**config.mk**
```make
export PLATFORM = sky130hd
export DESIGN_NAME = xcvr_regwr_seq
export DESIGN_NICKNAME = d
export VERILOG_FILES = /design/src/rtl/xcvr_regwr_pkg.sv /design/src/rtl/xcvr_regwr_sync.sv /design/src/rtl/xcvr_regwr_timer.sv /design/src/rtl/xcvr_regwr_fsm.sv /design/src/rtl/xcvr_regwr_seq.sv
export SDC_FILE = /design/constraint.sdc
export NUM_CORES = 1
export LEC_CHECK = 0
export ABC_CLOCK_PERIOD_IN_PS = 2100
export BUFFER_PORTS_ARGS = -buffer_cell sky130_fd_sc_hd__buf_2
export CORE_ASPECT_RATIO = 1.4
export CORE_MARGIN = 2
export CORE_UTILIZATION = 48
export CTS_CLUSTER_DIAMETER = 40
export DETAILED_ROUTE_END_ITERATION = 8
export PLACE_DENSITY = 0.8
export SLEW_MARGIN = 10
export SYNTH_ARGS = -nofsm -noshare
export SYNTH_HDL_FRONTEND = slang
export SYNTH_SLANG_ARGS = --single-unit
```
**constraint.sdc**
```tcl
create_clock -name clk -period 2.1 [get_ports clk]
set_input_delay 0.105 -clock clk [delete_from_list [all_inputs] [get_ports clk]]
set_output_delay 0.105 -clock clk [all_outputs]
set_load 0.1 [all_outputs]
```
**src/rtl/xcvr_regwr_pkg.sv**
```systemverilog
package xcvr_regwr_pkg;

    localparam int REG_W = 16;
    localparam int CMD_W = 4;

    localparam int CMD_ADDR_BIT  = 0;
    localparam int CMD_DATA_BIT  = 1;
    localparam int CMD_READ_BIT  = 2;
    localparam int CMD_WRITE_BIT = 3;

    typedef enum logic [1:0] {
        ST_IDLE,
        ST_SETUP,
        ST_RAISE,
        ST_DROP
    } seq_state_e;

    typedef enum logic [1:0] {
        STEP_ADDR,
        STEP_DATA,
        STEP_COMMIT
    } step_e;

    typedef struct packed {
        logic [REG_W-1:0] addr;
        logic [REG_W-1:0] data;
    } wr_req_t;

    function automatic logic [CMD_W-1:0] step_cmd(step_e s);
        logic [CMD_W-1:0] c;
        c = '0;
        case (s)
            STEP_ADDR:   c[CMD_ADDR_BIT]  = 1'b1;
            STEP_DATA:   c[CMD_DATA_BIT]  = 1'b1;
            STEP_COMMIT: c[CMD_WRITE_BIT] = 1'b1;
            default:     c = '0;
        endcase
        return c;
    endfunction

    function automatic step_e next_step(step_e s);
        case (s)
            STEP_ADDR: return STEP_DATA;
            default:   return STEP_COMMIT;
        endcase
    endfunction

endpackage

```
**src/rtl/xcvr_regwr_sync.sv**
```systemverilog
module xcvr_regwr_sync #(
    parameter int STAGES = 2
) (
    input  logic clk,
    input  logic rst,
    input  logic d_i,
    output logic q_o
);
    logic [STAGES-1:0] shift_q;

    generate
        if (STAGES == 1) begin : g_single
            always_ff @(posedge clk) begin
                if (rst) shift_q <= '0;
                else     shift_q <= d_i;
            end
        end else begin : g_chain
            always_ff @(posedge clk) begin
                if (rst) shift_q <= '0;
                else     shift_q <= {shift_q[STAGES-2:0], d_i};
            end
        end
    endgenerate

    assign q_o = shift_q[STAGES-1];
endmodule

```
**src/rtl/xcvr_regwr_timer.sv**
```systemverilog
module xcvr_regwr_timer #(
    parameter int LIMIT = 100
) (
    input  logic clk,
    input  logic rst,
    input  logic load_i,
    output logic expired_o
);
    localparam int            CW     = $clog2(LIMIT + 1);
    localparam logic [CW-1:0] RELOAD = CW'(LIMIT - 1);

    logic [CW-1:0] cnt_q;

    always_ff @(posedge clk) begin
        if (rst)                cnt_q <= '0;
        else if (load_i)        cnt_q <= RELOAD;
        else if (cnt_q != '0)   cnt_q <= cnt_q - 1'b1;
    end

    assign expired_o = (cnt_q == '0);
endmodule

```
**src/rtl/xcvr_regwr_fsm.sv**
```systemverilog
module xcvr_regwr_fsm
    import xcvr_regwr_pkg::*;
(
    input  logic       clk,
    input  logic       rst,
    input  logic       go_i,
    input  logic       ack_s_i,
    input  logic       expired_i,
    output seq_state_e state_o,
    output step_e      step_o,
    output logic       accept_o,
    output logic       load_o,
    output logic       done_o,
    output logic       timeout_o
);
    seq_state_e st_q, st_d;
    step_e      step_q, step_d;
    logic       done_q, done_d;
    logic       to_q, to_d;

    always_comb begin
        st_d     = st_q;
        step_d   = step_q;
        accept_o = 1'b0;
        load_o   = 1'b0;
        done_d   = 1'b0;
        to_d     = 1'b0;
        case (st_q)
            ST_IDLE: begin
                if (go_i) begin
                    accept_o = 1'b1;
                    step_d   = STEP_ADDR;
                    st_d     = ST_SETUP;
                end
            end
            ST_SETUP: begin
                st_d   = ST_RAISE;
                load_o = 1'b1;
            end
            ST_RAISE: begin
                if (ack_s_i) begin
                    st_d   = ST_DROP;
                    load_o = 1'b1;
                end else if (expired_i) begin
                    st_d = ST_IDLE;
                    to_d = 1'b1;
                end
            end
            ST_DROP: begin
                if (!ack_s_i) begin
                    if (step_q == STEP_COMMIT) begin
                        st_d   = ST_IDLE;
                        done_d = 1'b1;
                    end else begin
                        step_d = next_step(step_q);
                        st_d   = ST_SETUP;
                    end
                end else if (expired_i) begin
                    st_d = ST_IDLE;
                    to_d = 1'b1;
                end
            end
            default: st_d = ST_IDLE;
        endcase
    end

    always_ff @(posedge clk) begin
        if (rst) begin
            st_q   <= ST_IDLE;
            step_q <= STEP_ADDR;
            done_q <= 1'b0;
            to_q   <= 1'b0;
        end else begin
            st_q   <= st_d;
            step_q <= step_d;
            done_q <= done_d;
            to_q   <= to_d;
        end
    end

    assign state_o   = st_q;
    assign step_o    = step_q;
    assign done_o    = done_q;
    assign timeout_o = to_q;
endmodule

```
**src/rtl/xcvr_regwr_seq.sv**
```systemverilog
module xcvr_regwr_seq
    import xcvr_regwr_pkg::*;
#(
    parameter int TIMEOUT_CYC = 5000,
    parameter int SYNC_STAGES = 2
) (
    input  logic             clk,
    input  logic             rst,
    input  logic             go_i,
    input  logic [REG_W-1:0] addr_i,
    input  logic [REG_W-1:0] data_i,
    input  logic             ack_i,
    output logic [REG_W-1:0] bus_data_o,
    output logic [CMD_W-1:0] cmd_o,
    output logic             done_o,
    output logic             timeout_o
);
    logic       ack_s;
    logic       expired;
    logic       accept;
    logic       load;
    seq_state_e state;
    step_e      step;
    wr_req_t    req_q;

    xcvr_regwr_sync #(.STAGES(SYNC_STAGES)) i_sync (
        .clk (clk),
        .rst (rst),
        .d_i (ack_i),
        .q_o (ack_s)
    );

    xcvr_regwr_timer #(.LIMIT(TIMEOUT_CYC)) i_timer (
        .clk       (clk),
        .rst       (rst),
        .load_i    (load),
        .expired_o (expired)
    );

    xcvr_regwr_fsm i_fsm (
        .clk       (clk),
        .rst       (rst),
        .go_i      (go_i),
        .ack_s_i   (ack_s),
        .expired_i (expired),
        .state_o   (state),
        .step_o    (step),
        .accept_o  (accept),
        .load_o    (load),
        .done_o    (done_o),
        .timeout_o (timeout_o)
    );

    always_ff @(posedge clk) begin
        if (rst)         req_q <= '0;
        else if (accept) req_q <= '{addr: addr_i, data: data_i};
    end

    assign bus_data_o = (step == STEP_ADDR) ? req_q.addr : req_q.data;
    assign cmd_o      = (state == ST_RAISE) ? step_cmd(step) : '0;
endmodule

```
==> out/metrics.yaml, run 1 <==
run_status:
  status: "finished, final reports clean"
power:
  irDropWorstVdd_mv: 0.836
  p_leak_nw: 1.31
  powerDensity_mw_per_mm2: 1430
synth:
  synthXorXnorAreaFrac_pct: 0.363
  ys_seq_area_share_pct: 43.9
  ys_seq_elements: 53
  async_flop_share_pct: 0
  synth_commonest_cells: "nand2_1 (74), dfxtp_1 (53), a21oi_1 (47), mux2_2 (16), clkbuf_1 (11)"
  synth.most_common_cell: "nand2_1"
  synthMuxAreaShare_pct: 8.70
  ys.flop_type: "dfxtp_1"
  synth_nets: 330
  synth_top_area_cell: "dfxtp_1"
  avgSynthCellArea_um2: 8.39
  syn-cell-area_mm2: 0.00242
  synthDistinctLibCells: 39
  synth_edf_count: 0
  synthAdderAreaFrac_pct: 3.11
  synth.top_cell.area_share_pct: 43.9
  syn_inst: 288
  synth-compound-area-share_pct: 15.9
  synth-simple-area-share_pct: 24.9
  ys_top_cells_by_area: "dfxtp_1 (44%), nand2_1 (11%), a21oi_1 (9.7%)"
  yosys_warnings: 0
  synth_top_family_by_area: "simple AND/OR/NAND/NOR gates"
worst_setup_path:
  path_class: "register to register"
  arrival_ns: 2.29
  cp.required_ns: 2.34
  critPathMaxFanout: 4
  crit_slowest_cell: "or4_4"
  slowest_delay_ns: 0.56
  startpoint_type: "register"
  crit_path_end_kind: "register"
  cp_common_cell: "or4_4"
  cp_cell_sequence: "or4_4 > or4_4 > a2111oi_4 > mux2i_1"
sta:
  setup_tns_ns: 0
  rsz0062_at_grt: "false"
  slew_viol_final: 0
  fin_crit_ns: 2.04
  fmaxAchievable_mhz: 490
  min_period_over_period_pct: 97.2
  tightest_slew_ns: 0.557
  setup_viol: 0
  final_hold_viol_count: 0
  fin_worst_skew_ns: 0.0107
  maxSlewHeadroom_pct: 62.5
cts:
  clkLatencyLatePin_ns: 0.31
  cts_sinks: 53
  numCtsBuffers: 5
  cts_setup_buffers: 0
  cts_tree: "yes"
  clk_path_buf_depth: 2
  clk_pin_slew_ns: 0.10
  htree_levels: 2
  cts_root_buf: "clkbuf_8"
placed_design:
  globalplace.congestion: 0.838
  port_buffers: 56
  place_inst: 403
  hpwl_um: 3820
  postPlaceCellArea_mm2: 0.00306
detailed_routing:
  drt_iter0_drc: 70
  viasPerCell: 5.40
  drt_wl_total_um: 5270
  vias: 2226
  wl_per_cell_um: 12.8
  dr.pass1.iters: 4
  ant_nets: 0
  drc: 0
global_route:
  antenna_found_initial: 0
  grt_pass1_vias: 2159
  grt_pass1_wl_um: 9000
  overflow: 0
  track_usage_pct: 19.9
  grt_max_degree: 34
floorplanning:
  die_w_um: 64.0
  dieArea_mm2: 0.00562
  start_util_pct: 49.9
  die_y_um: 87.9
  fp-row-count: 30
  coreArea_mm2: 0.00484
  io_pins: 58
run:
  drv_cap: 0
cells_and_area:
  syn_to_final_growth_pct: 30.8
  antenna_cells: 0
  postLayoutCellArea_mm2: 0.00316
  fillers: 406
  finalNetCount: 389
  drive_gt1_share_pct: 27.3
  final_cells: 412
  regArea_mm2: 0.00106
  multi_input_area_mm2: 0.00128
hold_path:
  hp-class: "primary input to register"
state kept, by name, summed over array words and instances (netlist names):
register,cells
req_q,32
i_timer.cnt_q,13
i_fsm.state_o,2
i_fsm.step_o,2
i_sync.shift_q,2
i_fsm.done_o,1
i_fsm.timeout_o,1
worst paths after layout:
path / start / to / slack, ns / depth (start not counted)
worst max-delay path: i_timer.cnt_q[3] / i_timer.cnt_q[11] / 0.06 / 4
worst min-delay path: addr_i[1] / req_q[17] / 0.02 / 3
worst max register to register: i_timer.cnt_q[3] / i_timer.cnt_q[11] / 0.06 / 4
worst min register to register: i_sync.shift_q[0] / i_sync.shift_q[1] / 0.45 / 1
cell type report:
cell class	instances	share of cell area, %
multi-input combinational	217	40.6
tap	64	2.53
inverter	4	0.475
clock inverter	3	0.792
sequential	53	33.6
timing repair buffer	66	19.8
clock buffer	5	2.18
placed cells by master (no fill, tap or decap), types with 2 or more instances in the layout:
| cell type | Yosys | routed |
|---|---|---|
| nand2_1 | 74 | 74 |
| dfxtp_1 | 53 | 53 |
| a311oi_1 | 2 | 2 |
| or4_4 | 2 | 2 |
| nor4_1 | 2 | 2 |
| and2_1 | 4 | 4 |
| o41ai_1 | 2 | 2 |
| buf_2 | 0 | 39 |
| ha_1 | 6 | 6 |
| clkbuf_8 | 0 | 5 |
| nand3_1 | 2 | 2 |
| nor2b_1 | 7 | 7 |
| a31oi_1 | 3 | 3 |
| a21o_1 | 2 | 2 |
| inv_1 | 4 | 4 |
| a211oi_1 | 2 | 2 |
| nand2b_1 | 9 | 9 |
| buf_12 | 0 | 18 |
| nor2_1 | 8 | 8 |
| o21ai_0 | 4 | 4 |
| a21oi_1 | 47 | 47 |
| mux2_2 | 16 | 16 |
| buf_4 | 1 | 8 |
| mux2i_1 | 3 | 3 |
| nor3_1 | 4 | 4 |
| or3_1 | 4 | 4 |
stage by stage:
stage | setup WS, ns | hold WS (ns) | total power, mW | utilization, %
after floorplan | 0.0429 | 0.233 | 3.18 | -
after global placement | 0.114 | 0.326 | 3.88 | 63.1
after detailed placement | 0.0579 | 0.326 | 3.95 | 63.1
after CTS | 0.0369 | 0.0128 | 4.54 | 65.2
after global routing | 0.00184 | 0.0136 | 4.82 | 65.2
final | 0.0582 | 0.0178 | 4.53 | 65.2
cells by family (layout without fill, tap and decap cells):
logic type / count (synthesis) / count (layout)
XOR/XNOR: 1 / 1
flip-flops: 53 / 53
multiplexers: 19 / 19
adder cells (fa/ha/maj): 6 / 6
AND/OR/NAND/NOR: 125 / 125
other: 1 / 1
AO/OA/AOI/OAI: 65 / 65
buffers and inverters: 18 / 78
report_power, final:
part           leakage, nW  internal (mW)  switching, mW  total (mW)
Sequential           0.435           1.25          0.219        1.47
Combinational        0.833           1.02           1.44        2.47
Clock               0.0447          0.241          0.347       0.588
per-layer routing:
metal / up-vias / part of all wire (%) / GRT usage (%)
met1: 1043 / 41 / 20.9
met5: - / 0 / 0
met2: 60 / 52 / 36.8
met3: 9 / 6.2 / 5.91
li1: 1114 / - / -
met4: 0 / 1.5 / 8.10
critical path: cells and delay by family (launching register included):
family             cells  cell delay [ns]
AOI/OAI and AO/OA      1             0.35
DFF                    1             0.32
muxes                  1             0.21
and+or+nand+nor        2             1.09
what timing repair did:
item / CTS / global route
resized for setup: 0 / 0
hold buffers: 1 / 0
hold endpoints to repair: 1 / 0
(Power assumes the default switching activity.)
==> inputs of run 2 (changes only) <==
--- a/config.mk
+++ b/config.mk
@@ -9,10 +9,10 @@
 export BUFFER_PORTS_ARGS = -buffer_cell sky130_fd_sc_hd__buf_2
 export CORE_ASPECT_RATIO = 1.4
 export CORE_MARGIN = 2
-export CORE_UTILIZATION = 48
+export CORE_UTILIZATION = 45
 export CTS_CLUSTER_DIAMETER = 40
 export DETAILED_ROUTE_END_ITERATION = 8
-export PLACE_DENSITY = 0.8
+export PLACE_DENSITY = 0.76
 export SLEW_MARGIN = 10
 export SYNTH_ARGS = -nofsm -noshare
 export SYNTH_HDL_FRONTEND = slang
==> run 2 against run 1 <==
  * Sequential cell count stayed put
  * Power hardly changed
  * Non-clock buffer count stayed put
  * Cell count is 0.49% higher
  * Critical endpoint unchanged
  * Highest routed layer unchanged
  * Largest cell class unchanged
  * Fmax hardly changed
  * First-iteration DRC count is 33% lower
  * Register-to-register slack hardly changed
==> out/metrics.yaml, run 2 (same netlist as run 1, synthesis figures left out) <==
worst_setup_path:
  crit_path_end_kind: "register"
  cp.required_ns: 2.34  # about the same
  startpoint_type: "register"
  ff2ff_path_depth: 4  # unchanged
  critPathMaxFanout: 4  # unchanged
  arrival_ns: 2.28  # about the same
  path_class: "register to register"
  reg2reg_to: "i_timer.cnt_q[11]"
  r2r-start: "i_timer.cnt_q[3]"
  r2r_setup_slack_ns: 0.06  # about the same
cts:
  clk_path_buf_depth: 2  # unchanged
  htree_levels: 2  # unchanged
  cts_tree: "yes"
  cts-resized-gates: 0  # unchanged
  clk_pin_slew_ns: 0.10  # about the same
  cts_setup_buffers: 0  # unchanged
  cts_sinks: 53  # unchanged
  hold_buffers: 0  # -1
  numCtsBuffers: 5  # unchanged
  cts_root_buf: "clkbuf_8"
  clkLatencyLatePin_ns: 0.31  # about the same
cells_and_area:
  final_cells: 414  # +0.49%
  fillers: 436  # +7.4%
  largest_reg_flops: 32  # unchanged
  postLayoutCellArea_mm2: 0.00316  # about the same
  multi_input_area_mm2: 0.00128  # unchanged
  final_common_cell: "nand2_1"
  syn_to_final_growth_pct: 30.9  # about the same
  largestRegisters: "req_q (32), i_timer.cnt_q (13)"
  regArea_mm2: 0.00106  # unchanged
  regMostFlops: "req_q"
  antenna_cells: 0  # unchanged
  finalNetCount: 389  # unchanged
  layout_common_cells: "nand2_1 (74), dfxtp_1 (53), a21oi_1 (47)"
  drive_gt1_share_pct: 27.0  # -0.29 points
sta:
  rsz0062_at_grt: "false"
  final_hold_viol_count: 0  # unchanged
  tightest_slew_ns: 0.645  # +0.0879 ns
  fin_worst_skew_ns: 0.0140  # +0.00331 ns
  setup_tns_ns: 0  # unchanged
  setup_viol: 0  # unchanged
  maxSlewHeadroom_pct: 57.0  # -5.5 points
  fmaxAchievable_mhz: 490  # about the same
  min_period_over_period_pct: 97.1  # about the same
  fin_crit_ns: 2.04  # -0.00190 ns
  slew_viol_final: 0  # unchanged
  finalWorstSetupSlack_ns: 0.0601  # +0.00190 ns
detailed_routing:
  viasPerCell: 5.27  # -2.5%
  ant_nets: 0  # unchanged
  vias: 2182  # -2.0%
  dr.pass1.iters: 4  # unchanged
  wl_per_cell_um: 12.9  # +0.97%
  drc: 0  # unchanged
  drt_wl_total_um: 5350  # +1.5%
  drt_iter0_drc: 47  # -33%
placed_design:
  port_buffers: 56  # unchanged
  hpwl_um: 3900  # +2.0%
  dpl_worst_slack_ns: 0.0575  # -0.000398 ns
  globalplace.congestion: 0.869  # +3.7%
  postPlaceCellArea_mm2: 0.00308  # +0.74%
  place_inst: 406  # +0.74%
power:
  powerDensity_mw_per_mm2: 1430  # about the same
  power.total_mw: 4.53  # about the same
  irDropWorstVdd_mv: 0.890  # +6.5%
  p_leak_nw: 1.32  # +0.19%
global_route:
  grt_max_degree: 34  # unchanged
  track_usage_pct: 19.9  # about the same
  grt_pass1_wl_um: 9490  # +5.5%
  grt_pass1_vias: 2192  # +1.5%
  overflow: 0  # unchanged
  antenna_found_initial: 0  # unchanged
run:
  drv_cap: 0  # unchanged
run_status:
  status: "finished, final reports clean"
floorplanning:
  coreArea_mm2: 0.00516  # +6.5%
  start_util_pct: 46.8  # -3.1 points
  die_y_um: 90.7  # +3.1%
  die_w_um: 65.9  # +3.1%
  fp-row-count: 31  # +3.3%
  dieArea_mm2: 0.00598  # +6.3%
  io_pins: 58  # unchanged
hold_path:
  worstHoldEndpoint: "req_q[0]"
  hp-class: "primary input to register"
  worstHoldStart: "data_i[0]"
  min_path_cells: 3  # unchanged
-- run 2: worst max path at each step --
stage,startpoint,to,slack [ns]
final,i_timer.cnt_q[3],i_timer.cnt_q[11],0.06
after global routing,i_timer.cnt_q[5],i_timer.cnt_q[11],0.03
after CTS,i_timer.cnt_q[3],i_timer.cnt_q[11],0.05
after detailed placement,i_timer.cnt_q[3],i_timer.cnt_q[11],0.06
after global placement,i_timer.cnt_q[3],i_timer.cnt_q[11],0.11
after floorplan,i_fsm.state_o[0],cmd_o[1],0.04
-- run 2: critical path, cell delays in order (launching register included) --
cell and delay, ns:
dfxtp_1 0.32, or4_4 0.57, or4_4 0.53, a2111oi_4 0.36
mux2i_1 0.22
-- run 2: cell type report --
type,instances,area share (%)
Inverter,4,0.475
Clock inverter,1,0.237
Multi-Input combinational cell,217,40.6
Clock buffer,7,2.41
Tap cell,66,2.61
Timing Repair Buffer,66,20.1
Sequential cell,53,33.6
-- run 2: layer usage --
layer	track usage (%)	wire, um
met1	22.8	2240
met2	34.8	2730
met3	4.74	293
met4	7.29	91
met5	0	0
-- run 2: where the power goes --
part	leakage [nW]	switching [mW]	internal (mW)
Sequential	0.435	0.222	1.25
Clock	0.0385	0.318	0.237
Combinational	0.841	1.45	1.04
Total	1.32	1.99	2.54
-- run 2: through the flow --
step                utilization, %  hold slack [ns]
floorplan                        -            0.233
global placement              59.7            0.337
detailed placement            59.7            0.345
CTS                           61.3           0.0274
global route                  61.3           0.0257
finish                        61.3           0.0323
==> inputs of run 3 (changes only) <==
--- a/config.mk
+++ b/config.mk
@@ -6,7 +6,7 @@
 export NUM_CORES = 1
 export LEC_CHECK = 0
 export ABC_CLOCK_PERIOD_IN_PS = 2100
-export BUFFER_PORTS_ARGS = -buffer_cell sky130_fd_sc_hd__buf_2
+export BUFFER_PORTS_ARGS = -buffer_cell sky130_fd_sc_hd__buf_4
 export CORE_ASPECT_RATIO = 1.4
 export CORE_MARGIN = 2
 export CORE_UTILIZATION = 45
==> run 3 against run 2 <==
  * Sequential cell count is the same
  * Critical path type is now register to output pin
  * Hold slack lost 0.016 ns
  * Via count shrank 2.0%
  * Clock power grew 45%
  * Sequential power is essentially flat
  * First-iteration DRC count grew 83%
  * Power grew 0.92%
  * Highest routed layer unchanged
  * Global-route usage shrank 0.87 points
  * Design area shrank 2.7%
==> out/metrics.yaml, run 3 (same netlist as run 1, synthesis figures left out) <==
run_status:
  status: "finished, final reports clean"
cells_and_area:
  regMostFlops: "req_q"
  fillers: 467  # +7.1%
  drive_gt1_share_pct: 27.7  # +0.65 points
  largest_reg_flops: 32  # unchanged
  largestRegisters: "req_q (32), i_timer.cnt_q (13)"
  syn_to_final_growth_pct: 27.4
  finalNetCount: 388  # -0.26%
  final_common_cell: "nand2_1"
  layout_common_cells: "nand2_1 (74), buf_4 (64), dfxtp_1 (52)"
  antenna_cells: 0  # unchanged
power:
  powerDensity_mw_per_mm2: 1480  # +3.7%
  p_leak_nw: 1.31  # -0.17%
  irDropWorstVdd_mv: 1.11  # +25%
  power.total_mw: 4.57  # +0.92%
worst_setup_path:
  reg2reg_to: "i_timer.cnt_q[11]"
  crit_buf_inv: 2  # +2
  slowest_delay_ns: 0.41  # -0.16 ns
  cp.required_ns: 2.00  # -0.34 ns
  r2r-start: "i_timer.cnt_q[3]"
  ff2ff_path_depth: 4  # unchanged
  arrival_ns: 1.87  # -0.41 ns
  crit_path_end_kind: "output pin"
  crit_cells: 4  # unchanged
  crit_slowest_cell: "nor2_1"
  path_class: "register to output pin"
  critPathMaxFanout: 14  # +10
  path_delay_family: "buffers and inverters"
  r2r_setup_slack_ns: 0.20  # +0.14 ns
  cp_cell_sequence: "nor2_1 > buf_12 > mux2_2 > buf_4"
  startpoint_type: "register"
cts:
  cts_setup_buffers: 0  # unchanged
  cts_root_buf: "clkbuf_8"
  clkLatencyLatePin_ns: 0.30  # about the same
  clk_pin_slew_ns: 0.09  # about the same
  htree_levels: 2  # unchanged
  clk_path_buf_depth: 2  # unchanged
  cts_tree: "yes"
  cts_sinks: 53  # unchanged
  numCtsBuffers: 5  # unchanged
  cts-resized-gates: 0  # unchanged
  hold_buffers: 0  # unchanged
detailed_routing:
  viasPerCell: 5.18  # -1.7%
  drt_wl_total_um: 5270  # -1.6%
  drc: 0  # unchanged
  vias: 2139  # -2.0%
  ant_nets: 0  # unchanged
  drt_iter0_drc: 86  # +83%
  dr.pass1.iters: 4  # unchanged
  wl_per_cell_um: 12.8  # -1.3%
sta:
  slew_viol_final: 0  # unchanged
  setup_viol: 0  # unchanged
  fin_worst_skew_ns: 0.00366  # -0.0104 ns
  rsz0062_at_grt: "false"
  setup_tns_ns: 0  # unchanged
  final_hold_viol_count: 0  # unchanged
  fmaxAchievable_mhz: 507  # +3.5%
  fin_crit_ns: 1.97  # -0.0693 ns
  maxSlewHeadroom_pct: 66.2  # +9.2 points
  min_period_over_period_pct: 93.8  # -3.3 points
  tightest_slew_ns: 0.506  # -0.139 ns
floorplanning:
  die_y_um: 90.7  # unchanged
  dieArea_mm2: 0.00598  # unchanged
  fp-row-count: 31  # unchanged
  io_pins: 58  # unchanged
  start_util_pct: 46.8  # unchanged
  die_w_um: 65.9  # unchanged
  coreArea_mm2: 0.00516  # unchanged
global_route:
  grt_pass1_vias: 2177  # -0.68%
  grt_pass1_wl_um: 9250  # -2.6%
  overflow: 0  # unchanged
  track_usage_pct: 19.0  # -0.87 points
  antenna_found_initial: 0  # unchanged
  grt_max_degree: 50  # +47%
hold_path:
  min_path_cells: 2  # -1
  worstHoldEndpoint: "i_sync.shift_q[0]"
  hp-class: "primary input to register"
  worstHoldStart: "ack_i"
placed_design:
  port_buffers: 56  # unchanged
  globalplace.congestion: 0.834  # -4.1%
  hpwl_um: 3730  # -4.3%
run:
  drv_cap: 0  # unchanged
run 3: power by group:
group,total (mW),internal [mW],switching (mW)
combinational,2.29,0.877,1.41
sequential,1.48,1.26,0.221
clock,0.802,0.473,0.329
run 3: worst max path at each step:
stage / startpoint / endpoint / slack, ns
2_1_floorplan: i_fsm.state_o[0] / cmd_o[1] / 0.04
3_3_place_gp: i_timer.cnt_q[3] / i_timer.cnt_q[11] / 0.13
3_5_place_dp: i_timer.cnt_q[5] / i_timer.cnt_q[11] / 0.08
4_1_cts: i_timer.cnt_q[5] / i_timer.cnt_q[11] / 0.06
5_1_grt: i_fsm.step_o[0] / bus_data_o[11] / 0.04
6_report: i_fsm.step_o[0] / bus_data_o[14] / 0.13
run 3: per-layer routing:
| layer | wire length (um) | vias to the layer above | track usage, % |
|---|---|---|---|
| li1 | - | 1102 | - |
| met1 | 2200 | 982 | 21.6 |
| met2 | 2720 | 48 | 34.0 |
| met3 | 261 | 7 | 4.24 |
| met4 | 80 | 0 | 6.60 |
| met5 | 0 | - | 0 |
run 3: metrics by stage:
step / setup WS, ns / utilization (%) / hold slack, ns / cell area [um2] / cells
after floorplan: 0.0429 / - / 0.233 / 2420 / 288
after detailed placement: 0.0822 / 57.0 / 0.339 / 2940 / 405
final: 0.129 / 59.7 / 0.0165 / 3080 / 413
after CTS: 0.0640 / 59.6 / 0.0184 / 3080 / 413
after global routing: 0.0390 / 59.7 / 0.0239 / 3080 / 413
after global placement: 0.127 / 57.0 / 0.337 / 2940 / 405
run 3: worst register-to-register path: stages, from the launching register on:
cell,delay (ns)
dfxtp_1,0.32
or4_4,0.56
or4_4,0.53
a2111oi_4,0.22
mux2i_1,0.21
run 3: area by class of cell:
| type | count | area (um2) | share of cell area, % |
|---|---|---|---|
| Timing Repair Buffer | 65 | 500 | 16.3 |
| Clock buffer | 5 | 68.8 | 2.24 |
| Tap cell | 66 | 82.6 | 2.68 |
| Sequential cell | 53 | 1060 | 34.5 |
| Multi-Input combinational cell | 217 | 1280 | 41.7 |
| Clock inverter | 3 | 65.1 | 2.11 |
| Inverter | 4 | 15.0 | 0.488 |
